[config.mk]
export PLATFORM = sky130hd
export DESIGN_NAME = bt656_sync_gen
export DESIGN_NICKNAME = d
export VERILOG_FILES = /design/src/rtl/bt656_sync_gen.sv
export SDC_FILE = /design/constraint.sdc
export NUM_CORES = 1
export LEC_CHECK = 0
export BUFFER_PORTS_ARGS = -buffer_cell sky130_fd_sc_hd__buf_2
export CORE_UTILIZATION = 55
export CTS_CLUSTER_DIAMETER = 60
export DETAILED_ROUTE_END_ITERATION = 8
export HOLD_SLACK_MARGIN = 0.06
export PLACE_DENSITY = 0.78
export SLEW_MARGIN = 20
export SYNTH_ARGS = -nofsm -noshare
export SYNTH_HDL_FRONTEND = slang
export SYNTH_SLANG_ARGS = --single-unit
[constraint.sdc]
create_clock -name clk -period 17.71 [get_ports clk]
set_input_delay 3.542 -clock clk [delete_from_list [all_inputs] [get_ports clk]]
set_output_delay 3.542 -clock clk [all_outputs]
set_load 0.02 [all_outputs]
[src/rtl/bt656_sync_gen.sv]
module bt656_sync_gen #(
  parameter int H_TOTAL       = 1716,
  parameter int H_ACTIVE      = 1440,
  parameter int HS_BASE       = 1472,
  parameter int HS_WIDTH      = 128,
  parameter int VW            = 11,
  parameter int VBL_LINES     = 19,
  parameter int STD_F_END     = 3,
  parameter int STD_F_START   = 265,
  parameter int STD_V1_END    = 19,
  parameter int STD_V2_START  = 263,
  parameter int STD_V2_END    = 282,
  localparam int HW           = $clog2(H_TOTAL),
  localparam int PW           = HW - 1
) (
  input  logic          clk,
  input  logic          rst_n,
  input  logic [HW-1:0] h_cnt,
  input  logic [VW-1:0] v_cnt,
  input  logic [VW-1:0] line_total,
  input  logic [1:0]    fv_mode,
  input  logic [7:0]    pix_in,
  input  logic [7:0]    hs_code,
  input  logic [PW-1:0] crop_start,
  input  logic          crop_start_wr,
  input  logic [PW-1:0] crop_stop,
  input  logic          crop_stop_wr,
  input  logic          avid_vblk_off,
  output logic [7:0]    dout,
  output logic          hsync,
  output logic          avid
);
  localparam int HPW = HW + 2;
  localparam int HS_RAW = HS_BASE + H_TOTAL + 512;
  localparam logic [HW-1:0] HA  = HW'(H_ACTIVE);
  localparam logic [HW-1:0] HA3 = HW'(H_ACTIVE + 3);
  localparam logic [HW-1:0] HT4 = HW'(H_TOTAL - 4);
  localparam logic [1:0] EAV_PH = 2'(H_ACTIVE);
  localparam logic [1:0] SAV_PH = 2'(H_TOTAL - 4);
  localparam logic [HPW-1:0] HT_W = HPW'(H_TOTAL);

  logic f_q, v_q, act_q;
  logic [PW-1:0] start_q, stop_q;

  // next-line field and vertical bits
  wire [VW-1:0] v_inc  = v_cnt + 1'b1;
  wire [VW-1:0] v_nx   = (v_inc >= line_total) ? '0 : v_inc;
  wire [VW-1:0] half   = line_total >> 1;
  wire [VW-1:0] f_off  = (v_nx >= half) ? v_nx - half : v_nx;
  wire          ns_v   = f_off < VW'(VBL_LINES);
  wire          fstart = (v_nx == '0) || (v_nx == half);
  wire          std_f  = (v_nx < VW'(STD_F_END)) || (v_nx >= VW'(STD_F_START));
  wire          std_v  = (v_nx < VW'(STD_V1_END)) ||
                         ((v_nx >= VW'(STD_V2_START)) && (v_nx < VW'(STD_V2_END)));
  wire          eav_go = h_cnt == HA;

  always_ff @(posedge clk) begin
    if (!rst_n) begin
      f_q <= 1'b1;
      v_q <= 1'b1;
    end else if (eav_go) begin
      case (fv_mode)
        2'b01: begin f_q <= 1'b1;             v_q <= ns_v;  end
        2'b10: begin f_q <= f_q ^ fstart;     v_q <= ns_v;  end
        default: begin f_q <= std_f;          v_q <= std_v; end
      endcase
    end
  end

  // timing reference insertion
  wire       in_eav = (h_cnt >= HA) && (h_cnt <= HA3);
  wire       in_sav = h_cnt >= HT4;
  wire [1:0] k      = h_cnt[1:0] - (in_eav ? EAV_PH : SAV_PH);
  wire       hb     = in_eav;
  wire [7:0] xy     = {1'b1, f_q, v_q, hb, v_q ^ hb, f_q ^ hb, f_q ^ v_q, f_q ^ v_q ^ hb};
  wire [7:0] code_b = (k == 2'd0) ? 8'hFF : (k == 2'd3) ? xy : 8'h00;
  wire       act    = (h_cnt < HA) && !v_q;
  wire [7:0] clip   = (pix_in == 8'h00) ? 8'h01 : (pix_in == 8'hFF) ? 8'hFE : pix_in;
  wire [7:0] blank  = h_cnt[0] ? 8'h10 : 8'h80;
  wire [7:0] d_nx   = (in_eav || in_sav) ? code_b : act ? clip : blank;

  // horizontal sync position
  wire [HPW-1:0] hs_r0 = HPW'(HS_RAW) - HPW'({hs_code, 2'b00});
  wire [HPW-1:0] hs_r1 = (hs_r0 >= HT_W) ? hs_r0 - HT_W : hs_r0;
  wire [HPW-1:0] hs_r2 = (hs_r1 >= HT_W) ? hs_r1 - HT_W : hs_r1;
  wire [HPW-1:0] h_w   = HPW'(h_cnt);
  wire [HPW-1:0] hs_d  = (h_w >= hs_r2) ? h_w - hs_r2 : h_w + HT_W - hs_r2;
  wire           hs_nx = hs_d < HPW'(HS_WIDTH);

  // active-video window
  wire [PW-1:0] px      = h_cnt[HW-1:1];
  wire [PW-1:0] stop_e  = stop_q - PW'(stop_q[0] ^ start_q[0]);
  wire          win     = (stop_q > start_q) && (px >= start_q) && (px < stop_e);
  wire          avid_nx = win && !(avid_vblk_off && v_q);

  always_ff @(posedge clk) begin
    if (!rst_n) begin
      start_q <= '0;
      stop_q  <= PW'(H_ACTIVE / 2);
    end else begin
      if (crop_start_wr) start_q <= crop_start;
      if (crop_stop_wr)  stop_q  <= crop_stop;
    end
  end

  always_ff @(posedge clk) begin
    if (!rst_n) begin
      dout  <= 8'h10;
      hsync <= 1'b0;
      avid  <= 1'b0;
      act_q <= 1'b0;
    end else begin
      dout  <= d_nx;
      hsync <= hs_nx;
      avid  <= avid_nx;
      act_q <= act && !(in_eav || in_sav);
    end
  end

  p_fv_eav_only_r3: assert property (@(posedge clk) disable iff (!rst_n)
    !$stable({f_q, v_q}) |-> $past(h_cnt) == HA);
  p_eav_lead_r1: assert property (@(posedge clk) disable iff (!rst_n)
    (h_cnt == HA) |=> dout == 8'hFF);
  p_sav_lead_r1: assert property (@(posedge clk) disable iff (!rst_n)
    (h_cnt == HT4) |=> dout == 8'hFF);
  p_no_code_in_active_r7: assert property (@(posedge clk) disable iff (!rst_n)
    act_q |-> (dout != 8'h00) && (dout != 8'hFF));
  p_crop_hold_r11: assert property (@(posedge clk) disable iff (!rst_n)
    !crop_start_wr |=> $stable(start_q));
  p_avid_vblank_r12: assert property (@(posedge clk) disable iff (!rst_n)
    (avid_vblk_off && v_q) |=> !avid);
endmodule

# --- Word-level counts from Yosys, hierarchy flattened ---
# Index checks and enable logic that the tools add are counted.
word_totals:
  reg_bits: 32
  output_inout_bits: 10
  in_bits: 76
  wordCells: 78
op_classes:
  order_cmp: 19
  eq_ne: 6
  reduce_logical: 17
  muxes: 14
  n_addsub: 9
  n_bitwise: 6
op_table:
  columns: ["op", "n"]
  rows:
  - ["8-bit 2-to-1 mux", 7]
  - ["13-bit 2-to-1 mux", 3]
  - ["13-bit by 11-bit greater-or-equal comparator with 1-bit output, second input constant", 2]
  - ["13-bit by 11-bit subtractor with 13-bit output, second input constant", 2]
  - ["11-bit greater-or-equal comparator, second input constant", 2]
  - ["11-bit by 9-bit greater-or-equal comparator with 1-bit output, second input constant", 2]
  - ["11-bit by 5-bit < comparator with 1-bit output, second input constant", 2]
  - ["11-bit 2-to-1 mux", 2]
  - ["11-bit by 13-bit greater-or-equal comparator with 1-bit output", 1]
  - ["13-bit by 8-bit < comparator with 1-bit output, second input constant", 1]
  - ["11-bit by 13-bit subtractor with 13-bit output", 1]
  - ["12-bit by 10-bit subtractor with 13-bit output, first input constant", 1]
  - ["12-bit by 13-bit subtractor with 13-bit output", 1]
  - ["11-bit by 11-bit adder with 12-bit output, second input constant", 1]
  - ["11-bit by 1-bit adder with 11-bit output, second input constant", 1]
  - ["11-bit by 10-bit equality test with 1-bit output", 1]
  - ["11-bit equality test, second input constant", 1]
  - ["11-bit by 10-bit greater-or-equal comparator with 1-bit output", 1]
  - ["11-bit greater-or-equal comparator", 1]
  - ["11-bit <= comparator, second input constant", 1]
  - ["11-bit logical NOT", 1]
  - ["11-bit < comparator, second input constant", 1]
  - ["11-bit by 2-bit < comparator with 1-bit output, second input constant", 1]
  - ["11-bit by 9-bit < comparator with 1-bit output, second input constant", 1]
  - ["other kinds (17)", 33]

# --- Longest topological paths before layout ---
# Gate-level depths: netlist of the first run.
depth:
  word_depth: 8
  ltp_mapped: 27
  mapped_depth_nobuf: 26

# --- Worst setup path before layout of the first run ---
# OpenSTA, ideal clock, no wires.
synth_path:
  kind: "input-to-reg"
  start: "input port v_cnt[0]"
  end: "register v_q"
  setup_slack_ps: 9297
  path_stages: 27
  arrival_ps: 8263
  required_ps: 17560
  path_buffers: 1
  setup_ps: 150
  path_cell_list: "ha_1 > xnor2_1 > inv_1 > ha_1 > a21o_1 > a21o_1 > a21o_1 > a21o_1 > a21oi_1 > o21ai_0 > a31o_2 > clkbuf_1 > or2_2 > inv_1 > ha_1 > nor2b_1 > o21ai_0 > a21boi_0 > o21ai_0 > a21oi_1 > o21ai_0 > nand2b_1 > a21oi_1 > o211ai_1 > or4_1 > a21oi_1 > o311ai_0"
synth_via:
  elab_chain_cells: 7
  word_cells_on_any_way: 13
  cone_classes: "2 x add/sub; 6 x order compare; 3 x mux; 2 x reduce/logical"
synth_rtl:
  columns: ["element", "line_no", "source"]
  rows:
  - ["from (decl)", "19", "input logic [VW-1:0] v_cnt,"]
  - ["11-bit by 1-bit adder with 11-bit output *", "46", "wire [VW-1:0] v_inc = v_cnt + 1'b1;"]
  - ["11-bit greater-or-equal comparator", "47", "wire [VW-1:0] v_nx = (v_inc >= line_total) ? '0 : v_inc;"]
  - ["11-bit 2-to-1 mux *", "47", null]
  - ["11-bit by 10-bit subtractor with 11-bit output, or another cell as far along", "49", "wire [VW-1:0] f_off = (v_nx >= half) ? v_nx - half : v_nx;"]
  - ["11-bit 2-to-1 mux / 1-bit logical AND (equally long branches)", "49, 54", null]
  - ["11-bit by 5-bit < comparator with 1-bit output / 1-bit logical OR (equally long branches)", "50, 53", null]
  - ["1-bit 2-to-1 mux *", "62", "case (fv_mode)"]
  - ["to (signal assigned)", "64", "2'b10: begin f_q <= f_q ^ fstart; v_q <= ns_v; end"]
  - ["to (signal assigned)", "65", "default: begin f_q <= std_f; v_q <= std_v; end"]
  - ["to (decl)", "42", "logic f_q, v_q, act_q;"]
# Mark *: on every way between the ends. The rest lies on a longest branch, timed or not.
# A chain may end at the register's enable or synchronous reset.

# --- Final worst setup path of the first run ---
# Ends and elaborated chain as after synthesis.

==> results of run 1 <==
-- state kept, by name, indices dropped and copies added (netlist names) --
| name | flops |
|---|---|
| dout | 8 |
| start_q | 10 |
| hsync | 1 |
| v_q | 1 |
| avid | 1 |
| stop_q | 10 |
| f_q | 1 |
-- cell type report --
class,instances,area (µm²)
clock inverter,3,42.54
inverter,80,300.3
timing repair buffer,85,425.4
sequential,32,640.6
tap,133,166.4
fill,913,3616
multi-input combinational,612,4469
clock buffer,5,68.82
-- cell families (layout without fill, tap and decap cells) --
logic type | Yosys count | after routing | share of synthesized area (%)
muxes | 24 | 24 | 4.409
buffers and inverters | 97 | 173 | 6.694
adders and majority gates | 90 | 90 | 21.06
and+or+nand+nor | 258 | 258 | 23.74
AOI/OAI and AO/OA | 193 | 193 | 24.61
DFF | 32 | 32 | 11.70
xor gates and xnor gates | 47 | 47 | 7.791
-- how the worst max path moves through the flow --
stage	startpoint	endpoint	slack, ps	cells after the start
after floorplan	v_cnt[0]	v_q$_SDFFE_PN1P_	9300	27
after global placement	v_cnt[0]	v_q$_SDFFE_PN1P_	8930	27
after detailed placement	v_cnt[0]	v_q$_SDFFE_PN1P_	8670	27
after CTS	v_cnt[0]	v_q$_SDFFE_PN1P_	8960	27
after global routing	v_cnt[0]	v_q$_SDFFE_PN1P_	8480	27
final	v_cnt[0]	v_q$_SDFFE_PN1P_	8910	27
-- metal layers --
metal,wire length (µm),up-vias,track usage (%)
li1,-,2815,-
met1,6465,2578,35.81
met2,6792,160,49.38
met3,719,17,3.865
met4,161,0,5.463
met5,0,-,0
-- metrics by stage --
stage               worst slack [ps]  util (%)  power [µW]
detailed placement              8670     61.69       356.3
floorplan                       9297         -       293.0
global placement                8928     61.69       347.8
finish                          8911     62.83       432.4
CTS                             8960     62.83       429.3
global route                    8476     62.83       468.5
-- report_power, final --
group	internal [µW]	total, µW	switching [µW]
Clock	41.6	71.4	29.8
Sequential	75.7	79.0	3.25
Combinational	115	282	167
Total	232	432	201
-- worst min-delay path: stages (launching register included) --
cell and delay (ps):
dfxtp_1 330, mux2i_1 60, nor2_1 80
-- synthesized netlist by cell type (12+ instances only) --
master    instances
a21o_1           17
a21oi_1          49
clkbuf_1         14
dfxtp_1          32
ha_1             85
inv_1            79
mux2i_1          23
nand2_1          51
nand2b_1         14
nand3_1          23
nand4_1          17
nor2_1           80
nor2b_1          13
nor3_1           17
o211ai_1         12
o21ai_0          32
xnor2_1          29
xor2_1           16
-- cells in the final DEF (no fill, tap or decap), types with 3 or more instances in the layout --
master / netlist / layout
and3_1: 4 / 4
o21ai_0: 32 / 32
nor4_1: 5 / 5
and2_1: 8 / 8
nand2_1: 51 / 51
dfxtp_1: 32 / 32
or3_1: 3 / 3
fa_1: 4 / 4
ha_1: 85 / 85
a21o_1: 17 / 17
o211ai_1: 12 / 12
or2_2: 4 / 4
mux2i_1: 23 / 23
a211o_1: 4 / 4
a2111oi_0: 4 / 4
a221oi_1: 3 / 3
clkbuf_8: 0 / 5
nand4_1: 17 / 17
o2111ai_1: 5 / 5
nor3_1: 17 / 17
nor2b_1: 13 / 13
nor2_1: 80 / 80
a31oi_1: 4 / 4
nand3b_1: 3 / 3
buf_2: 2 / 85
a21oi_1: 49 / 49
inv_1: 79 / 79
o21a_1: 8 / 8
o221ai_1: 5 / 5
a21boi_0: 5 / 5
xor2_1: 16 / 16
xnor2_1: 29 / 29
nand2b_1: 14 / 14
nand3_1: 23 / 23
a211oi_1: 8 / 8
==> metrics.md, run 1 <==
| Metric | Value |
|---|---|
| DR vias/cell | `5.863` |
| Slew @ Worst Pin | `771.8 ps` |
| Gr usage total | `27.83%` |
| Leak | `0.002845 µW` |
| Tmin final | `8799 ps` |
| Syn Inst Count | `741` |
| Reg clk slew, reported paths | `70 ps` |
| Synth warn | `0` |
| Hold depth | `2` |
| Crit end category | `register` |
| Non-Filler Instances | `950` |
| Placer Congestion | `0.9246` |
| CTS Buf Count | `5` |
| MaxCap Viol Count | `0` |
| P per Cell Area | `70.73 nW/µm²` |
| Min-Delay Path Class | `reg2reg` |
| Hold endpoint | `start_q[3]$_SDFFE_PN0P_` |
| Ys flop type | `dfxtp_1` |
| Die height | `101.8 µm` |
| R2R cell count | `15` |
| Hold_ws | `503.7 ps` |
| Depth of the CTS H-tree | `2` |
| DR DRC count | `0` |
| Seq cells post-synth | `32` |
| Post-synth top area share | `19.42%` |
| Core footprint | `9729 µm²` |
| Post-CTS Setup Repair Bufs | `0` |
| Number of global-route vias before repair | `5,151` |
| # diodes | `0` |
| WL final | `14,140 µm` |
| Worst flop-to-flop path endpoint | `avid$_SDFF_PN0_` |
| Max Clk Rate | `0.1137 GHz` |
| Via count | `5,570` |
| CP startpoint kind | `input pin` |
| Initial Utilization | `56.29%` |
| Final instance area | `6113 µm²` |
| Die Width | `101.8 µm` |
| Final setup TNS | `0 ps` |
| Leading area contributor after synthesis | `ha_1` |
| Buffers added on ports | `85` |
| Largest delay contributor family on the critical path | `compound AO/OA/AOI/OAI gates` |
| WS Path Type | `in2reg` |
| Layout overhead on the synthesized area | `11.63%` |
| Initial antenna violation count | `0` |
| Placed cell count | `942` |
| Status | `finished, final reports clean` |
| GRT overflow | `0` |
| Antenna Violating Nets Remaining | `0` |
| Pin count of the biggest net entering global routing | `26` |
| Arr. time, crit path | `8950 ps` |
| Worst r2r src | `stop_q[0]$_SDFFE_PN0P_` |
| Distinct cells, synth | `79` |
| Clock skew | `4.977 ps` |
| Dpl cell area | `6002 µm²` |
| Final setup fails | `0` |
| Drt pass-1 iters | `5` |
| Seq/Total Area, Yosys | `11.70%` |
| Worst-Skew Late Latency | `290 ps` |
| WL/cell | `14.88 µm` |
| First-pass GRT wire length | `23,560 µm` |
| CP max stage delay | `490 ps` |
| Final period util | `49.68%` |
| Die Area | `10,360 µm²` |
| Hold-fix buffers, CTS | `0` |
| Layout cells sized above 1 | `14.57%` |
| Row Count | `36` |
| Critical Path RT | `17,860 ps` |
| CTS tree | `done` |
| R2r setup slk | `14,980 ps` |
| Synth async-reset ratio | `0%` |
| Syn_area_per_cell | `7.391 µm²` |
| Number of synthesized flops with an enable pin | `0` |
| Nets | `981` |
| Endpoints failing hold | `0` |
| Crit Path Max Fanout | `16` |
| Hold path start | `start_q[3]$_SDFFE_PN0P_` |
| DP Wirelength | `11,450 µm` |
| Number of buffers and inverters on the critical path | `3` |
| Slew margin rel. | `48.49%` |
| Max Transition Viols Final | `0` |
| Synth area leaders | `ha_1, dfxtp_1, nor2_1` |
| Longest Clk Path Bufs | `2` |
| Cell Area, Synth | `5477 µm²` |
| Slowest stage cell, crit path | `or4_1` |
| RSZ-0062 raised after global routing | `false` |
| Synthesized Nets | `906` |
| CTS Sinks | `32` |
| Num ports | `86` |
| Post-cts gate resize count | `0` |
| CTS root buffer | `clkbuf_8` |
| Starting DRT DRC Count | `273` |
| Worst vdd ir | `0.04746 mV` |
Note: power is estimated with default switching activity, not from simulation.
==> run 2: changes to the inputs <==
==> constraint.sdc (replaced) <==
create_clock -name clk -period 8.2 [get_ports clk]
set_input_delay 1.64 -clock clk [delete_from_list [all_inputs] [get_ports clk]]
set_output_delay 1.64 -clock clk [all_outputs]
set_load 0.02 [all_outputs]
==> metrics.md, run 2 (same netlist as run 1, synthesis figures left out) <==
| Metric | Value |
|---|---|
| Final setup fails | `0` |
| Hold-fix buffers, CTS | `0` |
| First-pass GRT wire length | `23,540 µm` |
| Layout overhead on the synthesized area | `11.19%` |
| Slowest stage cell, crit path | `or4_1` |
| MaxCap Viol Count | `0` |
| Number of global-route vias before repair | `5,250` |
| Tmin final | `6864 ps` |
| Filler Cell Count | `904` |
| Die Width | `101.8 µm` |
| Placed cell count | `942` |
| WL final | `14,040 µm` |
| DR vias/cell | `5.857` |
| Pin count of the biggest net entering global routing | `26` |
| R2R cell count | `15` |
| Placer Congestion | `0.9245` |
| Non-Filler Instances | `950` |
| Starting DRT DRC Count | `215` |
| Buffers added on ports | `85` |
| WL/cell | `14.78 µm` |
| Core footprint | `9729 µm²` |
| Worst vdd ir | `0.1137 mV` |
| Nets | `981` |
| Worst flop-to-flop path endpoint | `avid$_SDFF_PN0_` |
| Row Count | `36` |
| Min-Delay Path Class | `reg2reg` |
| Num ports | `86` |
| DR DRC count | `0` |
| R2r setup slk | `5480 ps` |
| Hold endpoint | `start_q[4]$_SDFFE_PN0P_` |
| Hold_ws | `494.8 ps` |
| Drt pass-1 iters | `5` |
| Via count | `5,564` |
| Slew @ Worst Pin | `767.5 ps` |
| Number of buffers and inverters on the critical path | `3` |
| Final setup TNS | `0 ps` |
| Fin util | `62.59%` |
| Dpl cell area | `6002 µm²` |
| Max Clk Rate | `0.1457 GHz` |
| Largest delay contributor family on the critical path | `compound AO/OA/AOI/OAI gates` |
| Layout cells sized above 1 | `14.57%` |
| Reg clk slew, reported paths | `70 ps` |
| Hold path start | `start_q[4]$_SDFFE_PN0P_` |
| Commonest cells after routing, fill and taps aside | `ha_1, buf_2, nor2_1, inv_1, nand2_1` |
| Initial Utilization | `56.29%` |
| # diodes | `0` |
| Die height | `101.8 µm` |
| Worst r2r src | `stop_q[0]$_SDFFE_PN0P_` |
| Status | `finished, final reports clean` |
| Critical Path RT | `8350 ps` |
| CP max stage delay | `500 ps` |
| Max Transition Viols Final | `0` |
| CTS Sinks | `32` |
| Arr. time, crit path | `7020 ps` |
| Initial antenna violation count | `0` |
| Worst-Skew Late Latency | `290 ps` |
| CTS Buf Count | `5` |
| Depth of the CTS H-tree | `2` |
| RSZ-0062 raised after global routing | `false` |
| Hold depth | `2` |
| P per Cell Area | `148.3 nW/µm²` |
| CP startpoint kind | `input pin` |
| CTS root buffer | `clkbuf_8` |
| Endpoints failing hold | `0` |
| Final instance area | `6090 µm²` |
| GRT overflow | `0` |
| Clock skew | `11.23 ps` |
| Post-CTS Setup Repair Bufs | `0` |
| Slew margin rel. | `48.78%` |
| Final period util | `83.71%` |
| Post-cts gate resize count | `0` |
| Gr usage total | `27.87%` |
| Crit end category | `register` |
| DP Wirelength | `11,450 µm` |
| Crit Path Max Fanout | `16` |
| Leak | `0.002839 µW` |
| Longest Clk Path Bufs | `2` |
| WS Path Type | `in2reg` |
| Antenna Violating Nets Remaining | `0` |
| Die Area | `10,360 µm²` |
| CTS tree | `done` |
| Regs by FF count | `start_q x10, stop_q x10, dout x8` |
## run 2: changes by cell type in the layout (fill, tap and decap cells not counted)
cell / delta
clkinvlp_4: -1
clkinv_2: +1
bufinv_16: -1
clkinv_4: +1
## run 2: worst max-delay path by stage
stage	from	end	slack [ps]	cells after the start
floorplan	v_cnt[0]	v_q$_SDFFE_PN1P_	1690	27
global placement	v_cnt[0]	v_q$_SDFFE_PN1P_	1320	27
detailed placement	v_cnt[0]	v_q$_SDFFE_PN1P_	1080	27
CTS	v_cnt[0]	v_q$_SDFFE_PN1P_	1350	27
global route	v_cnt[0]	v_q$_SDFFE_PN1P_	930	27
finish	v_cnt[0]	v_q$_SDFFE_PN1P_	1340	27
## run 2: final cells by class
| cell class | count | area, µm² | area share, % |
|---|---|---|---|
| Clock buffer | 5 | 68.82 | 1.130 |
| Inverter | 80 | 300.3 | 4.931 |
| Multi-Input combinational cell | 612 | 4469 | 73.39 |
| Tap cell | 133 | 166.4 | 2.733 |
| Clock inverter | 3 | 18.77 | 0.3082 |
| Timing Repair Buffer | 85 | 425.4 | 6.986 |
| Sequential cell | 32 | 640.6 | 10.52 |
## run 2: report_power, final
group	switching [µW]	internal, µW
registers	7.09	164
clock network	65.0	59.2
logic	361	247
total	433	470
## run 2: worst reg2reg max path, cell delays in order (launching register included)
cell and delay, ps:
dfxtp_1 400, inv_1 80, ha_1 200, ha_1 290
ha_1 270, a21boi_0 130, o21a_1 180, o21ai_0 140
nand2b_1 70, a21oi_1 140, nor2b_1 50, o21ai_0 130
nand2b_1 100, a21oi_1 180, o2111ai_1 130, nor2_1 170
## run 2: layer usage
layer	global-route usage [%]	vias to the layer above	wire, µm
met5	0	-	0
met4	8.027	0	258
met3	4.072	24	697
met2	48.02	165	6572
met1	35.92	2564	6509
li1	-	2811	-
## run 2: metrics by stage
step | worst slack (ps) | power (µW)
final | 1336 | 902.9
after global routing | 934.5 | 982.9
after floorplan | 1689 | 632.8
after global placement | 1320 | 751.2
after detailed placement | 1085 | 769.6
after CTS | 1354 | 895.1
